[src/rtl/lcr_pkg.sv]
// Package: shared widths and bit positions of the line-card control word.
// Assumes an 8-bit word; bit positions are fixed because outputs decode them.
package lcr_pkg;
    localparam int WORD_W   = 8;
    localparam int POS_RING = 0;
    localparam int POS_TST1 = 1;
    localparam int POS_GAIN = 2;
    localparam int POS_POL  = 3;
    localparam int POS_TST2 = 4;
    localparam int POS_GPO  = 5;
    localparam int GPO_N    = 3;

    // Decoded output bundle produced from the stored word.
    typedef struct packed {
        logic             ring_n;
        logic             tst1_n;
        logic             tst2_n;
        logic             gain_hi;
        logic             pol_rev;
        logic [GPO_N-1:0] gpo;
    } lcr_out_t;
endpackage

[src/rtl/lcr_shift.sv]
// Module: serial receiver. Shifts sdi in, MSB first, while cs_n and fs_n
// are low; raises commit for one cycle when cs_n rises after a select of
// at least W bits. Assumes cs_n and fs_n are already synchronous to clk.
module lcr_shift #(
    parameter int W = 8
) (
    input  logic         clk,
    input  logic         rst_n,
    input  logic         cs_n,
    input  logic         fs_n,
    input  logic         sdi,
    output logic [W-1:0] shreg,
    output logic         commit
);
    localparam int CNT_W = $clog2(W + 1);
    localparam logic [CNT_W-1:0] FULL = CNT_W'(W);

    logic [CNT_W-1:0] cnt;
    logic             cs_q;

    // Purpose: shift data, count bits (saturating) and remember last select.
    always_ff @(posedge clk) begin
        if (!rst_n) begin
            shreg <= '1;
            cnt   <= '0;
            cs_q  <= 1'b1;
        end else begin
            cs_q <= cs_n;
            if (cs_n) begin
                cnt <= '0;
            end else if (!fs_n) begin
                shreg <= {shreg[W-2:0], sdi};
                if (cnt != FULL) begin
                    cnt <= cnt + 1'b1;
                end
            end
        end
    end

    // Purpose: commit on rising select when a full word was received.
    always_comb begin
        commit = cs_n && !cs_q && (cnt == FULL);
    end
endmodule

[src/rtl/lcr_latch.sv]
// Module: holding register for the control word. Loads the shifted word
// on commit; resets to all ones (everything inactive, -3.5 dB gain).
module lcr_latch #(
    parameter int W = 8
) (
    input  logic         clk,
    input  logic         rst_n,
    input  logic         commit,
    input  logic [W-1:0] din,
    output logic [W-1:0] word
);
    // Purpose: keep the active word, replaced only by a committed one.
    always_ff @(posedge clk) begin
        if (!rst_n) begin
            word <= '1;
        end else if (commit) begin
            word <= din;
        end
    end
endmodule

[src/rtl/lcr_trip.sv]
// Module: ring-trip interlock. Any ring_trip sets the latch; a committed
// word with the ringing bit at 1 clears it unless a trip arrives the same
// cycle, in which case the set wins.
module lcr_trip (
    input  logic clk,
    input  logic rst_n,
    input  logic ring_trip,
    input  logic commit,
    input  logic new_ring_bit,
    output logic tripped
);
    // Purpose: hold the off-hook override until ringing is withdrawn.
    always_ff @(posedge clk) begin
        if (!rst_n) begin
            tripped <= 1'b0;
        end else if (ring_trip) begin
            tripped <= 1'b1;
        end else if (commit && new_ring_bit) begin
            tripped <= 1'b0;
        end
    end
endmodule

[src/rtl/lcr_map.sv]
// Module: decodes the stored word into output pins. Purely combinational;
// assumes gs_pin is only meaningful while gs_drive is high.
module lcr_map
    import lcr_pkg::*;
(
    input  logic [WORD_W-1:0] word,
    input  logic              tripped,
    input  logic              gs_drive,
    input  logic              gs_pin,
    output lcr_out_t          outs
);
    // Purpose: relay, gain and polarity decode.
    always_comb begin
        outs.ring_n  = word[POS_RING] | tripped;
        outs.tst1_n  = word[POS_TST1];
        outs.tst2_n  = word[POS_TST2];
        outs.gain_hi = gs_drive ? gs_pin : word[POS_GAIN];
        outs.pol_rev = ~word[POS_POL];
    end

    // Purpose: inverted general-purpose bits, one per generated slice.
    for (genvar g = 0; g < GPO_N; g++) begin : g_gpo
        assign outs.gpo[g] = ~word[POS_GPO + g];
    end
endmodule

[src/rtl/line_ctl_reg.sv]
// Module: top of the serial line-card control register. Joins receiver,
// holding register, ring-trip interlock and output decode.
module line_ctl_reg
    import lcr_pkg::*;
(
    input  logic             clk,
    input  logic             rst_n,
    input  logic             cs_n,
    input  logic             fs_n,
    input  logic             sdi,
    input  logic             gs_drive,
    input  logic             gs_pin,
    input  logic             ring_trip,
    output logic             ring_rly_n,
    output logic             test_rly1_n,
    output logic             test_rly2_n,
    output logic             gain_hi,
    output logic             pol_rev,
    output logic [GPO_N-1:0] gpo
);
    logic [WORD_W-1:0] shreg;
    logic [WORD_W-1:0] word;
    logic              commit;
    logic              tripped;
    lcr_out_t          outs;

    lcr_shift #(.W(WORD_W)) u_shift (
        .clk(clk), .rst_n(rst_n), .cs_n(cs_n), .fs_n(fs_n), .sdi(sdi),
        .shreg(shreg), .commit(commit)
    );

    lcr_latch #(.W(WORD_W)) u_latch (
        .clk(clk), .rst_n(rst_n), .commit(commit), .din(shreg), .word(word)
    );

    lcr_trip u_trip (
        .clk(clk), .rst_n(rst_n), .ring_trip(ring_trip), .commit(commit),
        .new_ring_bit(shreg[POS_RING]), .tripped(tripped)
    );

    lcr_map u_map (
        .word(word), .tripped(tripped), .gs_drive(gs_drive),
        .gs_pin(gs_pin), .outs(outs)
    );

    // Purpose: drive the port pins from the decoded bundle.
    always_comb begin
        ring_rly_n  = outs.ring_n;
        test_rly1_n = outs.tst1_n;
        test_rly2_n = outs.tst2_n;
        gain_hi     = outs.gain_hi;
        pol_rev     = outs.pol_rev;
        gpo         = outs.gpo;
    end
endmodule

[config.mk]
export PLATFORM = sky130hd
export DESIGN_NAME = line_ctl_reg
export DESIGN_NICKNAME = d
export VERILOG_FILES = /design/src/rtl/lcr_pkg.sv /design/src/rtl/lcr_shift.sv /design/src/rtl/lcr_latch.sv /design/src/rtl/lcr_trip.sv /design/src/rtl/lcr_map.sv /design/src/rtl/line_ctl_reg.sv
export SDC_FILE = /design/constraint.sdc
export NUM_CORES = 1
export LEC_CHECK = 0
export BUFFER_PORTS_ARGS = -buffer_cell sky130_fd_sc_hd__buf_2
export CAP_MARGIN = 20
export CORE_UTILIZATION = 52
export CTS_CLUSTER_DIAMETER = 40
export CTS_CLUSTER_SIZE = 16
export DETAILED_ROUTE_END_ITERATION = 8
export GPL_TIMING_DRIVEN = 0
export HOLD_SLACK_MARGIN = 0.12
export PLACE_DENSITY = 0.82
export SETUP_SLACK_MARGIN = 0.2
export SLEW_MARGIN = 20
export SYNTH_ARGS = -nofsm -noshare
export SYNTH_HDL_FRONTEND = slang
export SYNTH_SLANG_ARGS = --single-unit
[constraint.sdc]
create_clock -name clk -period 1.76 [get_ports clk]
set_input_delay 0.44 -clock clk [delete_from_list [all_inputs] [get_ports clk]]
set_output_delay 0.44 -clock clk [all_outputs]
set_load 0.02 [all_outputs]
---- Word level (Yosys, flattened, before mapping) ----
Cells that the tools add are included.
word-level totals
  register bits after elaboration ......... 22
  input bits .............................. 8
  word-level logic and storage cells ...... 27
operators by class
  $add $sub $neg .......................... 1
  equal/unequal tests ..................... 2
  muxes and demuxes ....................... 3
  bitwise logic cells ..................... 8
  reductions and logical operators ........ 8
operators with widths
  kind                                           count
  inverter 1 bit                                 7
  adder 4 x 1 -> 4 bit (second input constant)   1
  equality test 4 bit (second input constant)    1
  inequality test 4 bit (second input constant)  1
  AND reduction 2 bit                            2
  logical AND 1 bit                              3
  2-to-1 mux 1 bit                               3
  nonzero test 2 bit                             1
  OR reduction 2 bit                             1
  zero test 1 bit                                1
  OR 1 bit                                       1

---- Depth between registers and ports, before layout ----
  depth in word-level cells ............... 6
  depth in mapped cells ................... 6

---- By module ----
A second synthesis with hierarchy kept.
second synthesis, totals
  cells, all modules ...................... 100
  area total of the unflattened synthesis .. 892.1 sq um
modules (own cells, without submodules)
  module     instances  cells an instance  area an instance (sq um)  seq. area each (sq um)
  lcr_shift  1          62                 520.5                     260.2
  lcr_latch  1          26                 285.3                     160.2
  lcr_map    1          8                  51.3                      0.0
  lcr_trip   1          4                  35.0                      20.0

---- Worst setup path before layout ----
No wires, ideal clock.
  kind .................................... register -> register
  from .................................... reg u_shift.cnt[0]
  to ...................................... reg u_shift.cnt[0]
  setup time .............................. 0.070 ns
  data arrival time ....................... 1.304 ns
  required time ........................... 1.690 ns
  path slack .............................. 0.386 ns
  cell stages (with the launch flop) ...... 7
  period minus slack after synthesis ...... 1.374 ns
  cells stage by stage .................... dfxtp_1 > inv_1 > ha_1 > and3b_1 > buf_6 > or3_1 > a21oi_1
between the ends
  cells in the longest elaborated chain, start to end .. 2
RTL lines
  element                                                       RTL line         RTL
  from (decl)                                                   lcr_shift.sv:18  logic [CNT_W-1:0] cnt;
  from (signal assigned)                                        lcr_shift.sv:34  cnt <= cnt + 1'b1;
  branches (longest 2 deep; another with adder 4 x 1 -> 4 bit)  -
Several ways; the timed one is not identified.
A chain may end at the register's enable or synchronous reset.

---- Worst setup path in the final report ----
  from .................................... reg u_trip.tripped
  to ...................................... out ring_rly_n
between the ends
  cells in the longest elaborated chain, start to end .. 1
RTL lines
  element                 RTL line            RTL
  from (decl)             lcr_trip.sv:10      output logic tripped
  from (signal assigned)  lcr_trip.sv:15      tripped <= 1'b0;
  from (signal assigned)  lcr_trip.sv:17      tripped <= 1'b1;
  from (signal assigned)  lcr_trip.sv:19      tripped <= 1'b0;
  OR 1 bit                lcr_map.sv:14       outs.ring_n = word[POS_RING] | tripped;
  to (decl)               line_ctl_reg.sv:14  output logic ring_rly_n,
No other way between the ends.

==> summary.md <==
| Metric | Value |
|---|---|
| Number of DRC violations after detailed-routing iteration 0 | `21` |
| Net count of the finished layout | `133` |
| Critical Path Sink Type | `output pin` |
| Maximum achievable frequency | `between 600 and 700 MHz` |
| Sum of overflow across all layers after global routing | `0` |
| Placed standard-cell area | `between 1000 and 1500 um^2` |
| Endpoint of the worst hold path | `u_shift.shreg[0]` |
| Total via count in the routed design | `~760` |
| Share of the synthesized area in the top cell type | `about half` |
| Total Wirelength | `roughly 1600 um` |
| Via count of the first global-routing pass | `around 600` |
| Layout cell share with drive strength beyond 1 | `18.9%` |
| Final number of max-transition violations | `0` |
| Clock tree sinks | `22` |
| Antenna cells | `0` |
| Pwr dens | `about 800 nW/um^2` |
| Largest vdd supply drop | `slightly below 700 uV` |
| Count of final hold-check violations | `0` |
| Global placement routability congestion | `a little over 0.7` |
| Worst Setup Start Kind | `flop` |
| GRT Total Usage | `a little under a fifth` |
| Startpoint of the worst register-to-register path | `u_shift.cnt[1]` |
| Top flip-flop cell by instance count after synthesis | `sky130_fd_sc_hd__dfxtp_1` |
| Fraction of the mapped netlist area in adder cells | `between 2 and 3%` |
| Distinct cell type count of the synthesized netlist | `22` |
| Fill cell instance count of the final layout | `128` |
| Synthesized instance count | `between 100 and 150` |
| Met2 capacity usage during global routing | `between 20% and 30%` |
| Die height | `~44 um` |
| Post-detailed-route via-to-cell ratio | `between 5 and 6` |
| P&R area growth vs syn | `14.7%` |
| Largest net degree at the start of global routing | `13` |
| Number of cells traversed by the worst hold path | `3` |
| Run status | `finished with violations` |
| Mean instance size in the synthesized netlist | `8.76 um^2` |
| Clock-pin slew of the registers on the worst-case setup and hold paths | `0.11 ns` |
| Half-perimeter wire length after placement | `~1200 um` |
| I/O pin count | `16` |
| Count of final setup violators | `0` |
| Main combinational cell family by area after synthesis | `simple AND/OR/NAND/NOR gates` |
| Class of the worst hold path | `input pin to flop` |
| Global-route wire length before repair | `approximately 2600 um` |
| Highest-utilization routing layer at the global route stage | `met2` |
| Post-synthesis sequential area ratio | `slightly below 50%` |
| TNS Setup | `0 ns` |
| Fraction of synthesized area in multiplexers | `0%` |
| Antenna violations before repair | `0` |
| Count of maximum capacitance violations | `0` |
| Clock root buffer master | `sky130_fd_sc_hd__clkbuf_4` |
| Number of enable flip-flop cells after synthesis | `0` |
| Antenna Violating Nets Remaining | `0` |
| Tightest slew margin relative to the limit | `roughly two thirds` |
| Leading cell type by number of instances after synthesis | `sky130_fd_sc_hd__dfxtp_1` |
| Die outline area | `roughly 1900 um^2` |
| Dominant cell type by area after synthesis | `sky130_fd_sc_hd__dfxtp_1` |
| Layout Skew | `approximately 0.0036 ns` |
| Design area | `~1000 um^2` |
| Simple-gate share of the synthesized area | `a little under 30%` |
| Setup Slack @ Placement | `0.267 ns` |
| Cell types occupying the most area after synthesis | `sky130_fd_sc_hd__dfxtp_1 48%, sky130_fd_sc_hd__nand4b_1 7.7%, sky130_fd_sc_hd__nand2_1 7.4%` |
| Failing checks | `DRC` |
| Cell area after technology mapping | `a little over 900 um^2` |
| Clock latency of the later-clocked register in the worst-skew pair | `around 0.30 ns` |
| Total of flip-flops plus latches after synthesis | `22` |
| Flop-to-flop setup slack | `~0.28 ns` |
| Clock buffer depth | `2` |
| 1st-pass router iterations | `6` |
| TritonCTS clock tree | `done` |
| FF-to-FF path depth | `6` |
| Startpoint of the tightest hold check path | `sdi` |
| Terminus of the critical flop-to-flop path | `u_shift.cnt[0]` |
| Endpoint arrival time on the critical path | `roughly 1.1 ns` |
| Effective utilization at floorplan | `between 50 and 60%` |
| Min Tclk post-route | `between 1.5 and 2 ns` |
| Share of the synthesized area in compound gates (AO/OA/AOI/OAI) | `between 10% and 20%` |
| Unrepaired setup endpoints after global routing | `false` |
| CORE AREA | `about 1600 um^2` |
| Crit path setup slack, layout | `0.259 ns` |
| Fraction of the cycle the final worst path needs | `between 80% and 90%` |
| Die Span X | `approximately 44 um` |
| Number of buffers created by CTS | `3` |
| FF+latch area | `around 440 um^2` |
| Synthesis warning total | `0` |
| Measured slew at the worst slew-check pin | `0.490 ns` |
| Final Total Pwr | `around 0.86 mW` |
| CP required | `1.32 ns` |
| Leading post-synthesis cells by instance count | `22 x sky130_fd_sc_hd__dfxtp_1, 18 x sky130_fd_sc_hd__nand2_1, 11 x sky130_fd_sc_hd__inv_1, 8 x sky130_fd_sc_hd__nand3_1, 8 x sky130_fd_sc_hd__nand4b_1` |
| Category of the most critical setup path | `flop to output pin` |
| Met3 track demand over resource | `7.50%` |
| H-tree depth | `1` |
| Met1 Usage GRT | `between 20 and 30%` |
| Post-Synth XOR/XNOR Area | `less than 1%` |
| Nets in the synthesized netlist | `114` |
| Asr flop ratio synth | `0%` |
| Routed wire length per instance | `~12 um` |
| Port bufs | `14` |
| Maximum fanout count along the critical path | `2` |
| Total DRC errors in the routed layout | `3` |
| Row Count | `14` |
| Leakage dissipation | `approximately 0.50 nW` |
| Multi-input gate area | `~410 um^2` |
[state kept, by name, indices dropped and copies added, names as in the netlist]
register        flops
u_trip.tripped      1
u_latch.word        8
u_shift.shreg       8
u_shift.cnt         4
u_shift.cs_q        1
[cells by family (layout without fill, tap and decap cells)]
| logic type | count (synthesis) | in the layout |
|---|---|---|
| flip-flops | 22 | 22 |
| AND/OR/NAND/NOR | 47 | 47 |
| adder cells (fa/ha/maj) | 2 | 2 |
| buffers and inverters | 16 | 34 |
| XOR/XNOR | 1 | 1 |
| AO/OA/AOI/OAI | 16 | 16 |
[worst max-delay path: stages (launching register included)]
cell	delay (ns)
sky130_fd_sc_hd__dfxtp_1	0.32
sky130_fd_sc_hd__or2_2	0.28
sky130_fd_sc_hd__buf_2	0.16
[final cells by class]
class | count | area share, %
well taps | 16 | 1.92
clock buffers | 4 | 3.47
plain buffers | 5 | 2.51
repair buffers | 14 | 6.71
flip-flops and latches | 22 | 42.3
multi-input cells | 66 | 39.2
inverters | 11 | 3.95
[worst max-delay path by stage]
| stage | startpoint | end | slack [ns] | cells after the start |
|---|---|---|---|---|
| after floorplan | u_shift.cnt[0] | u_shift.cnt[0] | 0.39 | 6 |
| after global placement | u_shift.cnt[0] | u_latch.word[0] | 0.31 | 5 |
| after detailed placement | u_shift.cnt[0] | u_latch.word[0] | 0.27 | 5 |
| after CTS | u_trip.tripped | ring_rly_n | 0.25 | 2 |
| after global routing | u_shift.cnt[0] | u_shift.cnt[0] | 0.20 | 6 |
| final | u_trip.tripped | ring_rly_n | 0.26 | 2 |
[cell usage in the layout, fill, tap and decap left out]
master,synthesis,routed
sky130_fd_sc_hd__nor2_1,2,2
sky130_fd_sc_hd__o21ai_0,4,4
sky130_fd_sc_hd__clkbuf_4,0,3
sky130_fd_sc_hd__o221ai_1,1,1
sky130_fd_sc_hd__a21oi_1,3,3
sky130_fd_sc_hd__or3_1,2,2
sky130_fd_sc_hd__buf_1,1,1
sky130_fd_sc_hd__a31oi_1,1,1
sky130_fd_sc_hd__nand3_1,8,8
sky130_fd_sc_hd__inv_1,11,11
sky130_fd_sc_hd__dfxtp_1,22,21
sky130_fd_sc_hd__nand4b_1,8,8
sky130_fd_sc_hd__o211ai_1,7,7
sky130_fd_sc_hd__buf_6,1,1
sky130_fd_sc_hd__nand2b_1,2,2
sky130_fd_sc_hd__nand3b_1,3,3
sky130_fd_sc_hd__clkbuf_1,3,3
sky130_fd_sc_hd__dfxtp_2,0,1
sky130_fd_sc_hd__nor3b_4,0,1
sky130_fd_sc_hd__clkbuf_8,0,1
sky130_fd_sc_hd__xor2_1,1,1
sky130_fd_sc_hd__and3b_1,1,1
sky130_fd_sc_hd__ha_1,2,2
sky130_fd_sc_hd__nand2_1,18,18
sky130_fd_sc_hd__or2_2,2,2
sky130_fd_sc_hd__buf_2,0,14
[through the flow]
| stage | hold WS (ns) | utilization (%) | cells |
|---|---|---|---|
| after floorplan | 0.441 | - | 104 |
| after detailed placement | 0.471 | 63.5 | 134 |
| after CTS | 0.336 | 65.8 | 138 |
| after global placement | 0.457 | 63.5 | 134 |
| after global routing | 0.326 | 66.3 | 138 |
| final | 0.337 | 66.3 | 138 |
[report_power, final]
part	total (mW)	internal (mW)	switching, mW
Combinational	0.0623	0.0269	0.0353
Clock	0.268	0.126	0.142
Sequential	0.528	0.514	0.0139
[timing repair]
action / 4_1_cts / 5_1_grt
hold buffers: 0 / 0
hold endpoints to repair: 0 / 0
buffers inserted: 0 / 0
gates resized for setup: 0 / 2
endpoints found under the setup margin: 0 / 10
[routing by layer]
layer | vias to the layer above | routed length [um]
li1 | 392 | -
met1 | 344 | 814
met2 | 17 | 688
met3 | 2 | 76
met4 | 0 | 11
met5 | - | 0
No activity file was read; power rests on OpenSTA's default activity.
